$ cat src/rtl/oc_pkg.sv
package oc_pkg;

  typedef struct packed {
    logic master_en;
    logic route_smi;
  } ctrl_t;

  localparam ctrl_t CTRL_RESET = '{master_en: 1'b0, route_smi: 1'b0};

endpackage

$ cat src/rtl/oc_cmd_reg.sv
module oc_cmd_reg (
  input  logic clk,
  input  logic rst,
  input  logic wr,
  input  logic req_bit,
  output logic req_q
);

  always_ff @(posedge clk) begin
    if (rst) req_q <= 1'b0;
    else     req_q <= wr & req_bit;
  end

  // the request bit is a one-cycle pulse unless rewritten
  assert_req_self_clear_R2: assert property (@(posedge clk) disable iff (rst)
    (req_q && !(wr && req_bit)) |=> !req_q);

  assert_req_zero_write_R2: assert property (@(posedge clk) disable iff (rst)
    (wr && !req_bit) |=> !req_q);

endmodule

$ cat src/rtl/oc_status_reg.sv
module oc_status_reg #(
  parameter int NSRC = 3
) (
  input  logic            clk,
  input  logic            rst,
  input  logic [NSRC-1:0] set_vec,
  input  logic            clr_wr,
  input  logic [NSRC-1:0] clr_mask,
  output logic [NSRC-1:0] sts_q
);

  for (genvar i = 0; i < NSRC; i++) begin : g_bit
    logic clr_i;
    assign clr_i = clr_wr & clr_mask[i];

    always_ff @(posedge clk) begin
      if (rst)             sts_q[i] <= 1'b0;
      else if (set_vec[i]) sts_q[i] <= 1'b1;
      else if (clr_i)      sts_q[i] <= 1'b0;
    end

    // write one clears when no set collides
    assert_w1c_R4: assert property (@(posedge clk) disable iff (rst)
      (clr_i && !set_vec[i]) |=> !sts_q[i]);

    // no set and no clear keeps the bit
    assert_hold_R4: assert property (@(posedge clk) disable iff (rst)
      (!clr_i && !set_vec[i]) |=> (sts_q[i] == $past(sts_q[i])));

    // a set always lands, even against a clear
    assert_set_wins_R4: assert property (@(posedge clk) disable iff (rst)
      set_vec[i] |=> sts_q[i]);
  end

endmodule

$ cat src/rtl/oc_enable_reg.sv
module oc_enable_reg
  import oc_pkg::*;
#(
  parameter int NSRC = 3
) (
  input  logic            clk,
  input  logic            rst,
  input  logic            en_wr,
  input  logic [NSRC-1:0] en_wdata,
  input  logic            ctl_wr,
  input  logic            ctl_master_en,
  input  logic            ctl_route_smi,
  output logic [NSRC-1:0] en_q,
  output ctrl_t           ctrl_q
);

  always_ff @(posedge clk) begin
    if (rst) begin
      en_q   <= '0;
      ctrl_q <= CTRL_RESET;
    end else begin
      if (en_wr)  en_q <= en_wdata;
      if (ctl_wr) begin
        ctrl_q.master_en <= ctl_master_en;
        ctrl_q.route_smi <= ctl_route_smi;
      end
    end
  end

  // enable register loads the written value
  assert_en_load_R9: assert property (@(posedge clk) disable iff (rst)
    en_wr |=> (en_q == $past(en_wdata)));

endmodule

$ cat src/rtl/oc_route.sv
module oc_route
  import oc_pkg::*;
#(
  parameter int GEN_SRCS = 2,
  parameter bit HAS_SMI  = 1'b1,
  localparam int NSRC    = GEN_SRCS + 1,
  localparam int OC_BIT  = GEN_SRCS
) (
  input  logic            clk,
  input  logic            rst,
  input  logic [NSRC-1:0] sts,
  input  logic [NSRC-1:0] en,
  input  ctrl_t           ctrl,
  output logic            irq_o,
  output logic            smi_o
);

  logic gen_pend;
  logic oc_pend;
  logic irq_d;

  assign gen_pend = |(sts[GEN_SRCS-1:0] & en[GEN_SRCS-1:0]);
  assign oc_pend  = sts[OC_BIT] & en[OC_BIT];
  assign irq_d    = ctrl.master_en & ~ctrl.route_smi & gen_pend;

  always_ff @(posedge clk) begin
    if (rst) irq_o <= 1'b0;
    else     irq_o <= irq_d;
  end

  if (HAS_SMI) begin : g_smi
    logic smi_d;
    assign smi_d = ctrl.master_en & ((ctrl.route_smi & gen_pend) | oc_pend);

    always_ff @(posedge clk) begin
      if (rst) smi_o <= 1'b0;
      else     smi_o <= smi_d;
    end

    // pending ownership change reaches SMI regardless of routing
    assert_oc_to_smi_R7: assert property (@(posedge clk) disable iff (rst)
      (ctrl.master_en && sts[OC_BIT] && en[OC_BIT]) |=> smi_o);
  end else begin : g_no_smi
    assign smi_o = 1'b0;
    logic unused_oc;
    assign unused_oc = oc_pend;
  end

  // the ownership-change bit alone never raises the normal line
  assert_oc_not_irq_R7: assert property (@(posedge clk) disable iff (rst)
    !(|(sts[GEN_SRCS-1:0] & en[GEN_SRCS-1:0])) |=> !irq_o);

  // master enable gates both lines
  assert_master_gate_R8: assert property (@(posedge clk) disable iff (rst)
    !ctrl.master_en |=> (!irq_o && !smi_o));

  // generic sources routed to SMI leave the normal line low
  assert_route_smi_R6: assert property (@(posedge clk) disable iff (rst)
    ctrl.route_smi |=> !irq_o);

endmodule

$ cat src/rtl/own_irq_router.sv
module own_irq_router
  import oc_pkg::*;
#(
  parameter int GEN_SRCS = 2,
  parameter bit HAS_SMI  = 1'b1
) (
  input  logic                clk,
  input  logic                rst,
  input  logic                cmd_wr,
  input  logic                cmd_own_req,
  input  logic                sts_wr,
  input  logic [GEN_SRCS:0]   sts_wdata,
  input  logic                en_wr,
  input  logic [GEN_SRCS:0]   en_wdata,
  input  logic                ctl_wr,
  input  logic                ctl_master_en,
  input  logic                ctl_route_smi,
  input  logic [GEN_SRCS-1:0] src_event,
  output logic                own_req_o,
  output logic [GEN_SRCS:0]   sts_o,
  output logic [GEN_SRCS:0]   en_o,
  output logic                master_en_o,
  output logic                route_smi_o,
  output logic                irq_o,
  output logic                smi_o
);

  localparam int NSRC = GEN_SRCS + 1;

  logic            req_q;
  logic [NSRC-1:0] set_vec;
  logic [NSRC-1:0] sts_q;
  logic [NSRC-1:0] en_q;
  ctrl_t           ctrl_q;

  oc_cmd_reg u_cmd (
    .clk     (clk),
    .rst     (rst),
    .wr      (cmd_wr),
    .req_bit (cmd_own_req),
    .req_q   (req_q)
  );

  assign set_vec = {req_q, src_event};

  oc_status_reg #(.NSRC(NSRC)) u_sts (
    .clk      (clk),
    .rst      (rst),
    .set_vec  (set_vec),
    .clr_wr   (sts_wr),
    .clr_mask (sts_wdata),
    .sts_q    (sts_q)
  );

  oc_enable_reg #(.NSRC(NSRC)) u_en (
    .clk           (clk),
    .rst           (rst),
    .en_wr         (en_wr),
    .en_wdata      (en_wdata),
    .ctl_wr        (ctl_wr),
    .ctl_master_en (ctl_master_en),
    .ctl_route_smi (ctl_route_smi),
    .en_q          (en_q),
    .ctrl_q        (ctrl_q)
  );

  oc_route #(.GEN_SRCS(GEN_SRCS), .HAS_SMI(HAS_SMI)) u_route (
    .clk   (clk),
    .rst   (rst),
    .sts   (sts_q),
    .en    (en_q),
    .ctrl  (ctrl_q),
    .irq_o (irq_o),
    .smi_o (smi_o)
  );

  assign own_req_o   = req_q;
  assign sts_o       = sts_q;
  assign en_o        = en_q;
  assign master_en_o = ctrl_q.master_en;
  assign route_smi_o = ctrl_q.route_smi;

  // a pending request lands in the ownership-change status bit
  assert_req_sets_status_R3: assert property (@(posedge clk) disable iff (rst)
    req_q |=> sts_q[GEN_SRCS]);

endmodule

$ cat config.mk
export PLATFORM = sky130hd
export DESIGN_NAME = own_irq_router
export DESIGN_NICKNAME = d
export VERILOG_FILES = /design/src/rtl/oc_pkg.sv /design/src/rtl/oc_cmd_reg.sv /design/src/rtl/oc_status_reg.sv /design/src/rtl/oc_enable_reg.sv /design/src/rtl/oc_route.sv /design/src/rtl/own_irq_router.sv
export SDC_FILE = /design/constraint.sdc
export NUM_CORES = 1
export LEC_CHECK = 0
export CELL_PAD_IN_SITES_DETAIL_PLACEMENT = 0
export CELL_PAD_IN_SITES_GLOBAL_PLACEMENT = 1
export CORE_UTILIZATION = 22
export CTS_CLUSTER_DIAMETER = 150
export DETAILED_ROUTE_END_ITERATION = 10
export PLACE_DENSITY = 0.75
export SLEW_MARGIN = 20
export SYNTH_ARGS = -nofsm -noshare
export SYNTH_HDL_FRONTEND = slang
export SYNTH_SLANG_ARGS = --single-unit
$ cat constraint.sdc
create_clock -name clk -period 1 [get_ports clk]
set_input_delay 0.2 -clock clk [delete_from_list [all_inputs] [get_ports clk]]
set_output_delay 0.2 -clock clk [all_outputs]
set_load 0.01 [all_outputs]
==> flow_summary_export.csv <==
group,metric,value,unit
run_status,status,"finished clean",
floorplan,placementRows,14,
floorplan,initial_core_util,0.249,
drt,avgRoutedWirePerCell,9.46,um
placement,gp_congestion,0.622,
synth,yosysUniqueCellTypes,12,
critical_path,cp-start-kind,"flip-flop",
pwr,p_leak,0.334,nW
clocking,cts.clk_slew.worst_paths,70,ps
sta,slew_headroom,0.828,
pwr,vdd_drop_max,0.840,mV
clocking,cts_buffer_depth,2,
placement,dp_hpwl,730,um
drt,routed_wl,937,um
grt,grt_usage,0.106,
synth,ys_seq_area_frac,0.555,
clocking,cts-root-buf,"clkbuf_4",
drt,ant_nets,0,
job,drv_cap,0,
placement,port-buffer-count,27,
clocking,cts_sinks,11,
synth,synth_nets,53,
clocking,clkLatencyLatePin,270,ps
floorplan,die_y,44.5,um
sta,clock_skew,3.25,ps
clocking,ctsHoldBuffers,0,
critical_path,path_cells,"buf_2",
clocking,cts_setup_buffers,0,
grt,antenna_found_initial,0,
synth,syn_avg_cell_area,11.0,sq um
floorplan,chipWidth,44.5,um
sta,finalCriticalPeriod,920,ps
critical_path,crit_type,"flip-flop to primary output",
synth,ys_ff_latch,11,
critical_path,cp_num_buf_inv,1,
critical_path,endpoint_kind,"primary output",
sta,max_freq,1090,MHz
clocking,cts_tree,"yes",
sta,rsz0062_at_grt,"false",
synth,synthesis.area,397,sq um
grt,grt_start_max_net_pins,10,
finish,fin_area,729,sq um
hold_path,hold_path.class,"input port to flip-flop",
clocking,ctsHtreeMaxLevel,1,
floorplan,ios,28,
synth,synthCells,36,
clocking,numCtsBuffers,3,
drt,first_pass_iters,4,
finish,diodes,0,
pwr,p_per_area,1300,nW/um^2
critical_path,r2r_setup_slack,80,ps
finish,drive_above_1_share,0.400,
finish,layout.nets,93,
sta,post-route-period-util,0.920,
finish,final_util,0.458,
sta,hold_violations,0,
drt,vias,395,
drt,avgViaCountPerCell,3.99,
critical_path,cp_top_family,"flip-flops",
synth,synth_warnings,0,
grt,overflow,0,
critical_path,slowest_stage,"dfxtp_1",
drt,drt-initial-drc-count,6,
pwr,power,0.000947,W
floorplan,dieArea,1980,sq um
sta,finalSetupViolations,0,
grt,grt_pass1_wl,1.45,mm
critical_path,critPathMaxFanout,2,
floorplan,core_area,1590,sq um
drt,drc,0,
critical_path,arrival,720,ps
grt,grt_pass1_vias,367,
finish,syn_to_final_growth,83.9,%
critical_path,slowest_delay,330,ps
critical_path,critPathRequiredTime,800,ps
sta,drv_slew,0,
sta,worst_pin_slew,257,ps
placement,place_area,753,sq um
## final timing paths
check                 startpoint        endpoint  depth (start not counted)
setup / recovery  u_sts.sts_q[1]        sts_o[1]                          1
hold / removal       cmd_own_req     u_cmd.req_q                          3
setup reg to reg    u_en.en_q[1]   u_route.smi_o                          3
hold reg to reg      u_cmd.req_q  u_sts.sts_q[2]                          1
## routing by layer
metal  track usage  vias to the layer above  wire length [um]
met5             0                        -                 0
met4        0.0364                        0                 4
met3        0.0653                        2               104
met2         0.176                       18               455
met1         0.109                      170               372
li1              -                      205                 -
## sequential cells by signal, summed over array words and instances (netlist names)
signal         cells
u_sts.sts_q        3
u_route.smi_o      1
u_cmd.req_q        1
u_route.irq_o      1
u_en.en_q          3
u_en.ctrl_q        2
## stage by stage
stage | hold slack [ps] | setup TNS [ps] | instances | worst slack [ps]
after global routing | 471 | 0 | 99 | 30.6
final | 451 | 0 | 99 | 79.8
after CTS | 446 | 0 | 99 | 7.55
after global placement | 481 | -1720 | 95 | -168
after floorplan | 314 | 0 | 36 | 232
after detailed placement | 480 | -1850 | 95 | -191
## synthesized netlist by cell type
library cell,number,area share
a21boi_0,3,0.057
a22oi_1,1,0.019
buf_6,1,0.028
dfxtp_1,11,0.56
mux2i_1,5,0.13
nand2_1,2,0.019
nand2b_1,1,0.016
nand3b_1,1,0.019
nor2_1,6,0.057
nor3_1,1,0.013
o21ba_2,3,0.076
o22ai_1,1,0.016
## layout by cell type, fill, tap and decap left out, drive strengths merged, types with 2 or more instances in the layout
| cell type | n |
|---|---|
| a21boi | 3 |
| clkbuf | 4 |
| buf | 20 |
| mux2i | 5 |
| o21ba | 3 |
| clkdlybuf4s50 | 16 |
| dfxtp | 11 |
| nand2 | 2 |
| nor2 | 6 |
## worst register-to-register path, stage by stage, from the launching register on
cell     delay, ps
dfxtp_2        320
buf_4          120
a22oi_1        240
o22ai_1        120
## power by group
group	internal, W	leakage [nW]	switching [W]	total, W
logic	0.000119	0.227	0.0000598	0.000178
clock network	0.000154	0.0150	0.000144	0.000298
registers	0.000461	0.0921	0.00000914	0.000470
total	0.000734	0.334	0.000213	0.000947
## cell type report
type                    instances  area, sq um
multi-input cells              24          165
clock buffers                   4         26.3
flip-flops and latches         11          225
fillers                       178          865
repair buffers                 36          283
well taps                      24         30.0
## repair_timing
action                     in CTS  in global routing
setup endpoints to repair      11                  2
gates resized for setup        46                  2
pin swaps                       0                  0
## kinds of logic after synthesis
| group | synth area share |
|---|---|
| flip-flops | 0.555 |
| AND/OR/NAND/NOR | 0.123 |
| AO/OA/AOI/OAI | 0.167 |
| buffers and inverters | 0.0284 |
| multiplexers | 0.126 |
(Power assumes the default switching activity.)
